**config.mk**
```make
export PLATFORM = sky130hd
export DESIGN_NAME = spi_hold_ctrl
export DESIGN_NICKNAME = d
export VERILOG_FILES = /design/src/rtl/spi_hold_pkg.sv /design/src/rtl/spi_hold_sync.sv /design/src/rtl/spi_hold_edge.sv /design/src/rtl/spi_hold_fsm.sv /design/src/rtl/spi_hold_bitcnt.sv /design/src/rtl/spi_hold_ctrl.sv
export SDC_FILE = /design/constraint.sdc
export NUM_CORES = 1
export LEC_CHECK = 0
export ABC_AREA = 1
export BUFFER_PORTS_ARGS = -buffer_cell sky130_fd_sc_hd__buf_2
export CORE_AREA = 2 2 39 41
export CTS_CLUSTER_SIZE = 28
export DETAILED_ROUTE_END_ITERATION = 10
export DIE_AREA = 0 0 41 43
export SYNTH_ARGS = -nofsm -noshare
export SYNTH_HDL_FRONTEND = slang
export SYNTH_HIERARCHICAL = 1
export SYNTH_SLANG_ARGS = --single-unit
```
**constraint.sdc**
```tcl
create_clock -name clk -period 1.2 [get_ports clk]
set_input_delay 0.06 -clock clk [delete_from_list [all_inputs] [get_ports clk]]
set_output_delay 0.06 -clock clk [all_outputs]
set_load 0.03 [all_outputs]
```
**src/rtl/spi_hold_pkg.sv**
```systemverilog
package spi_hold_pkg;

  typedef enum logic {
    HS_RUN   = 1'b0,
    HS_PAUSE = 1'b1
  } hold_state_t;

  // Next bit position, wrapping at the word length.
  function automatic int unsigned bit_next(input int unsigned idx,
                                           input int unsigned word_bits);
    if (idx + 1 >= word_bits) return 0;
    return idx + 1;
  endfunction

endpackage

```
**src/rtl/spi_hold_sync.sv**
```systemverilog
module spi_hold_sync #(
  parameter int unsigned WIDTH   = 3,
  parameter int unsigned STAGES  = 2,
  parameter logic [WIDTH-1:0] RST_VAL = '0
) (
  input  logic             clk,
  input  logic             rst_n,
  input  logic [WIDTH-1:0] async_i,
  output logic [WIDTH-1:0] sync_o
);

  for (genvar g = 0; g < WIDTH; g++) begin : g_bit
    logic [STAGES-1:0] chain_q;
    always_ff @(posedge clk or negedge rst_n) begin
      if (!rst_n) chain_q <= {STAGES{RST_VAL[g]}};
      else        chain_q <= {chain_q[STAGES-2:0], async_i[g]};
    end
    assign sync_o[g] = chain_q[STAGES-1];
  end

endmodule

```
**src/rtl/spi_hold_edge.sv**
```systemverilog
module spi_hold_edge #(
  parameter logic RST_VAL = 1'b0
) (
  input  logic clk,
  input  logic rst_n,
  input  logic lvl_i,
  output logic rise_o,
  output logic fall_o
);

  logic lvl_d;

  always_ff @(posedge clk or negedge rst_n) begin
    if (!rst_n) lvl_d <= RST_VAL;
    else        lvl_d <= lvl_i;
  end

  assign rise_o = lvl_i & ~lvl_d;
  assign fall_o = ~lvl_i & lvl_d;

endmodule

```
**src/rtl/spi_hold_fsm.sv**
```systemverilog
module spi_hold_fsm
  import spi_hold_pkg::*;
(
  input  logic clk,
  input  logic rst_n,
  input  logic sck_lvl_i,
  input  logic cs_n_lvl_i,
  input  logic hold_n_lvl_i,
  output logic hold_o,
  output logic abort_o
);

  hold_state_t state_q, state_d;

  always_comb begin
    state_d = state_q;
    if (cs_n_lvl_i) begin
      state_d = HS_RUN;
    end else if (!sck_lvl_i) begin
      // both entry and exit are only taken in the clock low phase
      state_d = hold_n_lvl_i ? HS_RUN : HS_PAUSE;
    end
  end

  always_ff @(posedge clk or negedge rst_n) begin
    if (!rst_n) state_q <= HS_RUN;
    else        state_q <= state_d;
  end

  assign hold_o  = (state_q == HS_PAUSE);
  assign abort_o = hold_o & cs_n_lvl_i;

  a_r2_enter_in_low_phase: assert property (@(posedge clk) disable iff (!rst_n)
    $rose(hold_o) |-> $past(!sck_lvl_i) && $past(!cs_n_lvl_i));

  a_r4_exit_in_low_phase: assert property (@(posedge clk) disable iff (!rst_n)
    $fell(hold_o) |-> $past(!sck_lvl_i) || $past(cs_n_lvl_i));

  a_r5_no_pause_deselected: assert property (@(posedge clk) disable iff (!rst_n)
    cs_n_lvl_i |=> !hold_o);

endmodule

```
**src/rtl/spi_hold_bitcnt.sv**
```systemverilog
module spi_hold_bitcnt
  import spi_hold_pkg::*;
#(
  parameter int unsigned WORD_BITS = 8,
  localparam int unsigned IDX_W = (WORD_BITS > 1) ? $clog2(WORD_BITS) : 1
) (
  input  logic             clk,
  input  logic             rst_n,
  input  logic             clr_i,
  input  logic             adv_i,
  output logic [IDX_W-1:0] idx_o,
  output logic             last_o
);

  logic [IDX_W-1:0] idx_q;

  always_ff @(posedge clk or negedge rst_n) begin
    if (!rst_n)      idx_q <= '0;
    else if (clr_i)  idx_q <= '0;
    else if (adv_i)  idx_q <= IDX_W'(bit_next(int'(idx_q), WORD_BITS));
  end

  assign idx_o  = idx_q;
  assign last_o = (int'(idx_q) == WORD_BITS - 1);

  a_r8_index_in_range: assert property (@(posedge clk) disable iff (!rst_n)
    int'(idx_q) < WORD_BITS);

endmodule

```
**src/rtl/spi_hold_ctrl.sv**
```systemverilog
module spi_hold_ctrl #(
  parameter int unsigned SYNC_STAGES = 2,
  parameter int unsigned WORD_BITS   = 8,
  localparam int unsigned IDX_W = (WORD_BITS > 1) ? $clog2(WORD_BITS) : 1
) (
  input  logic             clk,
  input  logic             rst_n,
  input  logic             sck_i,
  input  logic             cs_n_i,
  input  logic             hold_n_i,
  input  logic             so_req_i,
  output logic             hold_active_o,
  output logic             so_oe_o,
  output logic             sample_pulse_o,
  output logic             shift_pulse_o,
  output logic [IDX_W-1:0] bit_idx_o,
  output logic             word_done_o,
  output logic             engine_reset_o
);

  localparam int unsigned NPIN = 3;
  localparam logic [NPIN-1:0] PIN_IDLE = 3'b110; // {hold_n, cs_n, sck}

  logic [NPIN-1:0] pins_raw, pins_s;
  logic sck_s, cs_n_s, hold_n_s;
  logic sck_rise, sck_fall;
  logic hold_w, abort_w, last_w;
  logic run_w;

  assign pins_raw = {hold_n_i, cs_n_i, sck_i};

  spi_hold_sync #(.WIDTH(NPIN), .STAGES(SYNC_STAGES), .RST_VAL(PIN_IDLE)) u_sync (
    .clk(clk), .rst_n(rst_n), .async_i(pins_raw), .sync_o(pins_s)
  );

  assign sck_s    = pins_s[0];
  assign cs_n_s   = pins_s[1];
  assign hold_n_s = pins_s[2];

  spi_hold_edge #(.RST_VAL(PIN_IDLE[0])) u_sck_edge (
    .clk(clk), .rst_n(rst_n), .lvl_i(sck_s), .rise_o(sck_rise), .fall_o(sck_fall)
  );

  spi_hold_fsm u_fsm (
    .clk(clk), .rst_n(rst_n),
    .sck_lvl_i(sck_s), .cs_n_lvl_i(cs_n_s), .hold_n_lvl_i(hold_n_s),
    .hold_o(hold_w), .abort_o(abort_w)
  );

  assign run_w          = !cs_n_s && !hold_w;
  assign sample_pulse_o = sck_rise & run_w;
  assign shift_pulse_o  = sck_fall & run_w;

  spi_hold_bitcnt #(.WORD_BITS(WORD_BITS)) u_cnt (
    .clk(clk), .rst_n(rst_n),
    .clr_i(cs_n_s), .adv_i(sample_pulse_o),
    .idx_o(bit_idx_o), .last_o(last_w)
  );

  assign word_done_o    = sample_pulse_o & last_w;
  assign hold_active_o  = hold_w;
  assign engine_reset_o = abort_w;
  assign so_oe_o        = so_req_i & run_w;

  a_r6_output_floats_in_pause: assert property (@(posedge clk) disable iff (!rst_n)
    hold_active_o |-> !so_oe_o);

  a_r7_index_frozen: assert property (@(posedge clk) disable iff (!rst_n)
    (hold_active_o && !cs_n_s) |=> $stable(bit_idx_o));

  a_r9_abort_clears: assert property (@(posedge clk) disable iff (!rst_n)
    engine_reset_o |=> !hold_active_o && bit_idx_o == '0);

  a_r11_strobes_exclusive: assert property (@(posedge clk) disable iff (!rst_n)
    !(sample_pulse_o && shift_pulse_o));

endmodule

```
# After elaboration in Yosys (flattened, before gate mapping)

Index checks and enable logic that the tools add are counted.

Add/sub/neg operators: 1
Order comparisons: 1
Eq/ne operators: 2
Multiplexer cells: 9
Bitwise operators: 9
Reduce and logical (&&, ||, !) cells: 4

Operators by type and width:

| cell                                        | number |
|---|---|
| two-way mux 3 bit                           | 3 |
| bitwise AND 1 bit                           | 7 |
| two-way mux 1 bit                           | 6 |
| adder 3 x 1 -> 4 bit, second input constant | 1 |
| >= comparator 4 bit, second input constant  | 1 |
| equality test 3 bit, second input constant  | 1 |
| zero test 1 bit                             | 2 |
| != test 2 bit, second input constant        | 1 |
| inverter 1 bit                              | 2 |
| nonzero test 2 bit                          | 1 |
| logical AND 1 bit                           | 1 |

Bits in registers: 11
Input port bits: 6
Output and inout port bits: 9
Logic and storage cells: 32

# Depth between registers and ports, before layout

Depth in word-level cells: 8
Mapped depth: 9
Depth with buffers taken out: 8

# Hierarchy

Netlist, hierarchy kept.

Modules (own cells, without submodules):

| module          | times used | cells each | area an instance (µm²) | sequential area each (µm²) |
|---|---|---|---|---|
| spi_hold_sync   | 1          | 9          | 177.7                  | 155.1 |
| spi_hold_bitcnt | 1          | 17         | 156.4                  | 75.1 |
| spi_hold_fsm    | 1          | 9          | 57.6                   | 25.0 |
| spi_hold_ctrl   | 1          | 10         | 42.5                   | 0.0 |
| spi_hold_edge   | 1          | 5          | 40.0                   | 25.0 |

# Worst setup path before layout

Ideal clock, no wire load.

Path kind: register to register
Start: register u_fsm.state_q (netlist: u_fsm/hold_o)
End: register u_cnt.idx_q[2] (netlist: u_cnt/idx_o[2])
Library setup time: 0.065 ns
Arrival: 1.272 ns
Slack: -0.137 ns
Cell stages (with the launch flop): 8
Path buffers: 0
Period minus slack after synthesis: 1.337 ns
Cells stage by stage: dfrtp_1 -> nor2_2 -> nand2_1 -> inv_1 -> inv_2 -> nor2_2 -> nand3_1 -> nand2_1

Word-level cells in the longest chain between the ends: 4

RTL lines:

| element                      | line                  | text |
|---|---|---|
| start, declared              | spi_hold_fsm.sv:13    | `hold_state_t state_q, state_d;` |
| start signal, assigned       | spi_hold_fsm.sv:27    | `else state_q <= state_d;` |
| zero test 1 bit              | spi_hold_ctrl.sv:50   | `assign run_w = !cs_n_s && !hold_w;` |
| logical AND 1 bit            | spi_hold_ctrl.sv:50   |  |
| bitwise AND 1 bit            | spi_hold_ctrl.sv:51   | `assign sample_pulse_o = sck_rise & run_w;` |
| named net sample_pulse_o     | spi_hold_ctrl.sv:14   | `output logic sample_pulse_o,` |
| nonzero test 2 bit (no line) | -                     |  |
| end signal, assigned         | spi_hold_bitcnt.sv:20 | `else if (adv_i) idx_q <= IDX_W'(bit_next(int'(idx_q), WORD_BITS));` |
| end, declared                | spi_hold_bitcnt.sv:15 | `logic [IDX_W-1:0] idx_q;` |

The timed path passes the listed nets, and every way through them passes these cells.
A chain may end at the register's enable or synchronous reset.

# Worst setup path in the final report

Start: register u_cnt.idx_q[1] (netlist: u_cnt/idx_o[1])
End: output word_done_o

Word-level cells in the longest chain between the ends: 2

RTL lines:

| element             | line                  | text |
|---|---|---|
| equality test 3 bit | spi_hold_bitcnt.sv:24 | `assign last_o = (int'(idx_q) == WORD_BITS - 1);` |
| named net last_w    | spi_hold_ctrl.sv:27   | `logic hold_w, abort_w, last_w;` |
| bitwise AND 1 bit   | spi_hold_ctrl.sv:60   | `assign word_done_o = sample_pulse_o & last_w;` |
| end, declared       | spi_hold_ctrl.sv:17   | `output logic word_done_o,` |

The timed path passes the listed nets, and every way through them passes these cells.

==> key figures <==
Die
  • Die area: between 1500 and 2000 um2
  • Die height: 43 um
  • Initial Util: 34.3%
  • I/O pin cnt: 15
  • Core area: approximately 1400 um2
  • Cell Rows: 14
  • Die X: ~41 um

Critical path
  • Crit path cell chain: ha_4 > ha_4 > inv_2 > nor2_2 > buf_6
  • Worst path most repeated cell: ha_4
  • Setup crit end kind: output port
  • Reg-to-Reg End: u_cnt/idx_o[0]
  • Crit path to: word_done_o
  • Crit path DAT: 1.23 ns
  • Crit Path Class: reg -> out
  • R2R Setup Slk: about 0.03 ns
  • FF-to-FF path depth: 6
  • CP required: between 1 and 1.5 ns
  • Crit start category: flop
  • Slowest-stage cell, CP: dfrtp_2
  • Worst path max stage delay: 0.44 ns
  • CP startpoint: u_cnt/idx_o[1]
  • R2r startpoint: u_sync/g_bit[1].chain_q[1]
  • Crit-path max FO: 4

CTS
  • CTS tree: done
  • Clock root buffer: clkbuf_4
  • H-Tree Depth: 1
  • Clock Path Buffers: 2
  • Clock-pin slew on the worst setup and hold paths: roughly 0.07 ns
  • Later-pin clock latency in the skew report: around 0.27 ns
  • Clk sinks: 11
  • Cts bufs inserted: 3

Yosys
  • Post-synth top cells: 11 x inv_1, 7 x dfrtp_1, 7 x nand2_1
  • Yosys reg bits: 11
  • Post-synthesis compound-gate area fraction: 0%
  • Post-synth EDFFs: 0
  • Synth area leader: dfrtp_1
  • Predominant post-synthesis flop cell: dfrtp_1
  • Mux share of post-synthesis cell area: 0%
  • Post-Synth Simple-Gate Area: approximately 20%
  • Synth top area share: between 30% and 40%
  • Cell area after synthesis: about 470 um2
  • Post-synth cell types: 11
  • Post-Synth XOR/XNOR Area: between 1.5 and 2%
  • Post-Syn Nets: 58
  • Synthesized area per cell: between 9 and 10 um2
  • Asr flop ratio synth: 100%
  • Ys Warns: 6
  • Leading cell type by number of instances after synthesis: inv_1
  • Largest family of logic cells by synthesized area: simple AND/OR/NAND/NOR gates
  • Adder-cell share of the synthesized area: ~5.3%
  • Sequential share of the synthesized area: around 59%
  • Top cells by area, synth: dfrtp_1 37%, dfstp_2 22%, inv_1 8.7%
  • Mapped Cells: 50

Final layout
  • Area grow syn2layout: 57.0%
  • Layout cells sized above 1: 60.0%
  • Design area: around 740 um2
  • Final Util: roughly 54%
  • # fillers: about 130
  • Layout Cells excl Fill: 91
  • Nets@finish: 84
  • Diodes inserted: 0
  • FF/Latch Area: between 200 and 300 um2
  • Footprint of the multi-input gates: between 150 and 200 um2

Power
  • Seq pwr share: 52.4%
  • Switching share of power: between 20% and 30%
  • Power share of the combinational group: 15.7%
  • Worst vdd ir: ~0.00057 V
  • Net Sw Power: 0.193 mW
  • Leakage: just under 0.4 nW
  • Clock power frac: a little under a third
  • Pwr/cell area: slightly above 1000 nW/um2
  • Total power: 0.772 mW
  • Internal power: ~0.58 mW

Outcome
  • Failing checks: setup timing
  • Status: finished, violations left

GRT
  • Number of global-route vias before repair: around 360
  • Gr usage total: 12.1%
  • First-pass GRT wire length: between 1000 and 1500 um
  • Largest net degree at the start of global routing: 12
  • Global route overflow: 0
  • Antenna violations before repair: 0

Timing
  • Setup Viol. Count Final: 1
  • Hold Vio Cnt, Final: 0
  • Max-slew violation count: 0
  • RSZ-0062 raised after global routing: yes
  • Slew margin rel.: 83.8%
  • Worst Tran Pin Value: 0.244 ns
  • F_max: 776 MHz
  • Setup Skew: 0.00537 ns
  • Final worst slack: -0.0892 ns
  • Worst Hold Slack: roughly 0.18 ns
  • Fin crit period: 1.29 ns
  • Final Cycle Share: 107%

Routing
  • Drt total wl: 830 um
  • 1st-iter DRT viols: 5
  • DR pass1 iterations: 2
  • DRC viols: 0
  • Vias per cell: around 4.4
  • Wire length per cell after detailed routing: slightly above 9 um
  • ANT nets after route: 0
  • Routed via count: slightly below 400

Placed design
  • Number of port buffers: 14
  • Placed wire-length estimate: around 550 um
  • Placed cells: between 70 and 80
  • Post-DP Area: 561 um2
  • Placer's final routability congestion estimate: 0.673

Job
  • Max_cap viols: 0

Worst hold path
  • Worst Hold Class: in -> async
## cell usage in the layout, fill, tap and decap left out, drive strengths merged
cell	synthesis	routed
buf	3	20
clkbuf	0	4
dfrtp	7	7
dfstp	4	4
dlygate4sd3	0	4
ha	2	2
inv	12	12
nand2	7	7
nand3	5	5
nor2	9	9
xnor2	1	1
## stage by stage
step,TNS (ns),worst slack [ns]
6_report,-0.0892,-0.0892
5_1_grt,-0.362,-0.127
2_1_floorplan,0,0.0121
4_1_cts,-0.0927,-0.0927
3_5_place_dp,0,0.0713
3_3_place_gp,0,0.100
## power groups by stage
stage                     clock network, mW  registers [mW]  logic (mW)
final                                 0.246           0.404       0.121
after global routing                  0.274           0.406       0.133
after CTS                             0.256           0.405       0.111
after detailed placement                  0           0.409      0.0798
after global placement                    0           0.408      0.0796
after floorplan                           0           0.415      0.0463
## state kept, by name, indices dropped and copies added, names as in the netlist
name and count:
u_sck_edge/lvl_d 1, u_fsm/hold_o 1, u_cnt/idx_o 3, u_sync/g_bit.chain_q 6
## kinds of logic after synthesis
logic type | count (synthesis)
XOR/XNOR | 1
adder cells (fa/ha/maj) | 2
buffers and inverters | 15
flip-flops | 11
AND/OR/NAND/NOR | 21
## worst min path at each step
stage                from        endpoint  slack [ns]  cells past startpoint
global route        rst_n  u_cnt/idx_o[2]        0.20                      2
CTS                 rst_n  u_cnt/idx_o[2]        0.18                      2
finish              rst_n  u_cnt/idx_o[2]        0.18                      2
detailed placement  rst_n  u_cnt/idx_o[2]       -0.06                      1
global placement    rst_n  u_cnt/idx_o[2]       -0.06                      1
floorplan           rst_n  u_cnt/idx_o[0]       -0.24                      0
## layout make-up
| type | instances | area share (%) |
|---|---|---|
| multi-input cells | 24 | 24.0 |
| flip-flops and latches | 11 | 38.2 |
| well taps | 16 | 2.69 |
| inverters | 12 | 6.05 |
| clock buffers | 4 | 3.53 |
| repair buffers | 24 | 25.5 |
## critical path, delay by kind of cell, from the launching register on
family | cells | cell delay (ns)
buf+inv | 2 | 0.17
simple gates | 1 | 0.03
fa+ha+maj | 2 | 0.32
flops | 1 | 0.44
## routing by layer
layer | vias up | track usage [%] | wire (um)
met4 | 0 | 10.0 | 23
met2 | 14 | 18.1 | 429
li1 | 193 | - | -
met1 | 187 | 12.3 | 332
met3 | 3 | 4.71 | 43
met5 | - | 0 | 0
## what timing repair did
item	CTS	global route
setup endpoints to repair	5	8
pin swaps	4	2
hold buffers	4	0
setup buffers	4	0
endpoints found under the hold margin	14	0
resized for setup	19	8
No activity file was read; power rests on OpenSTA's default activity.
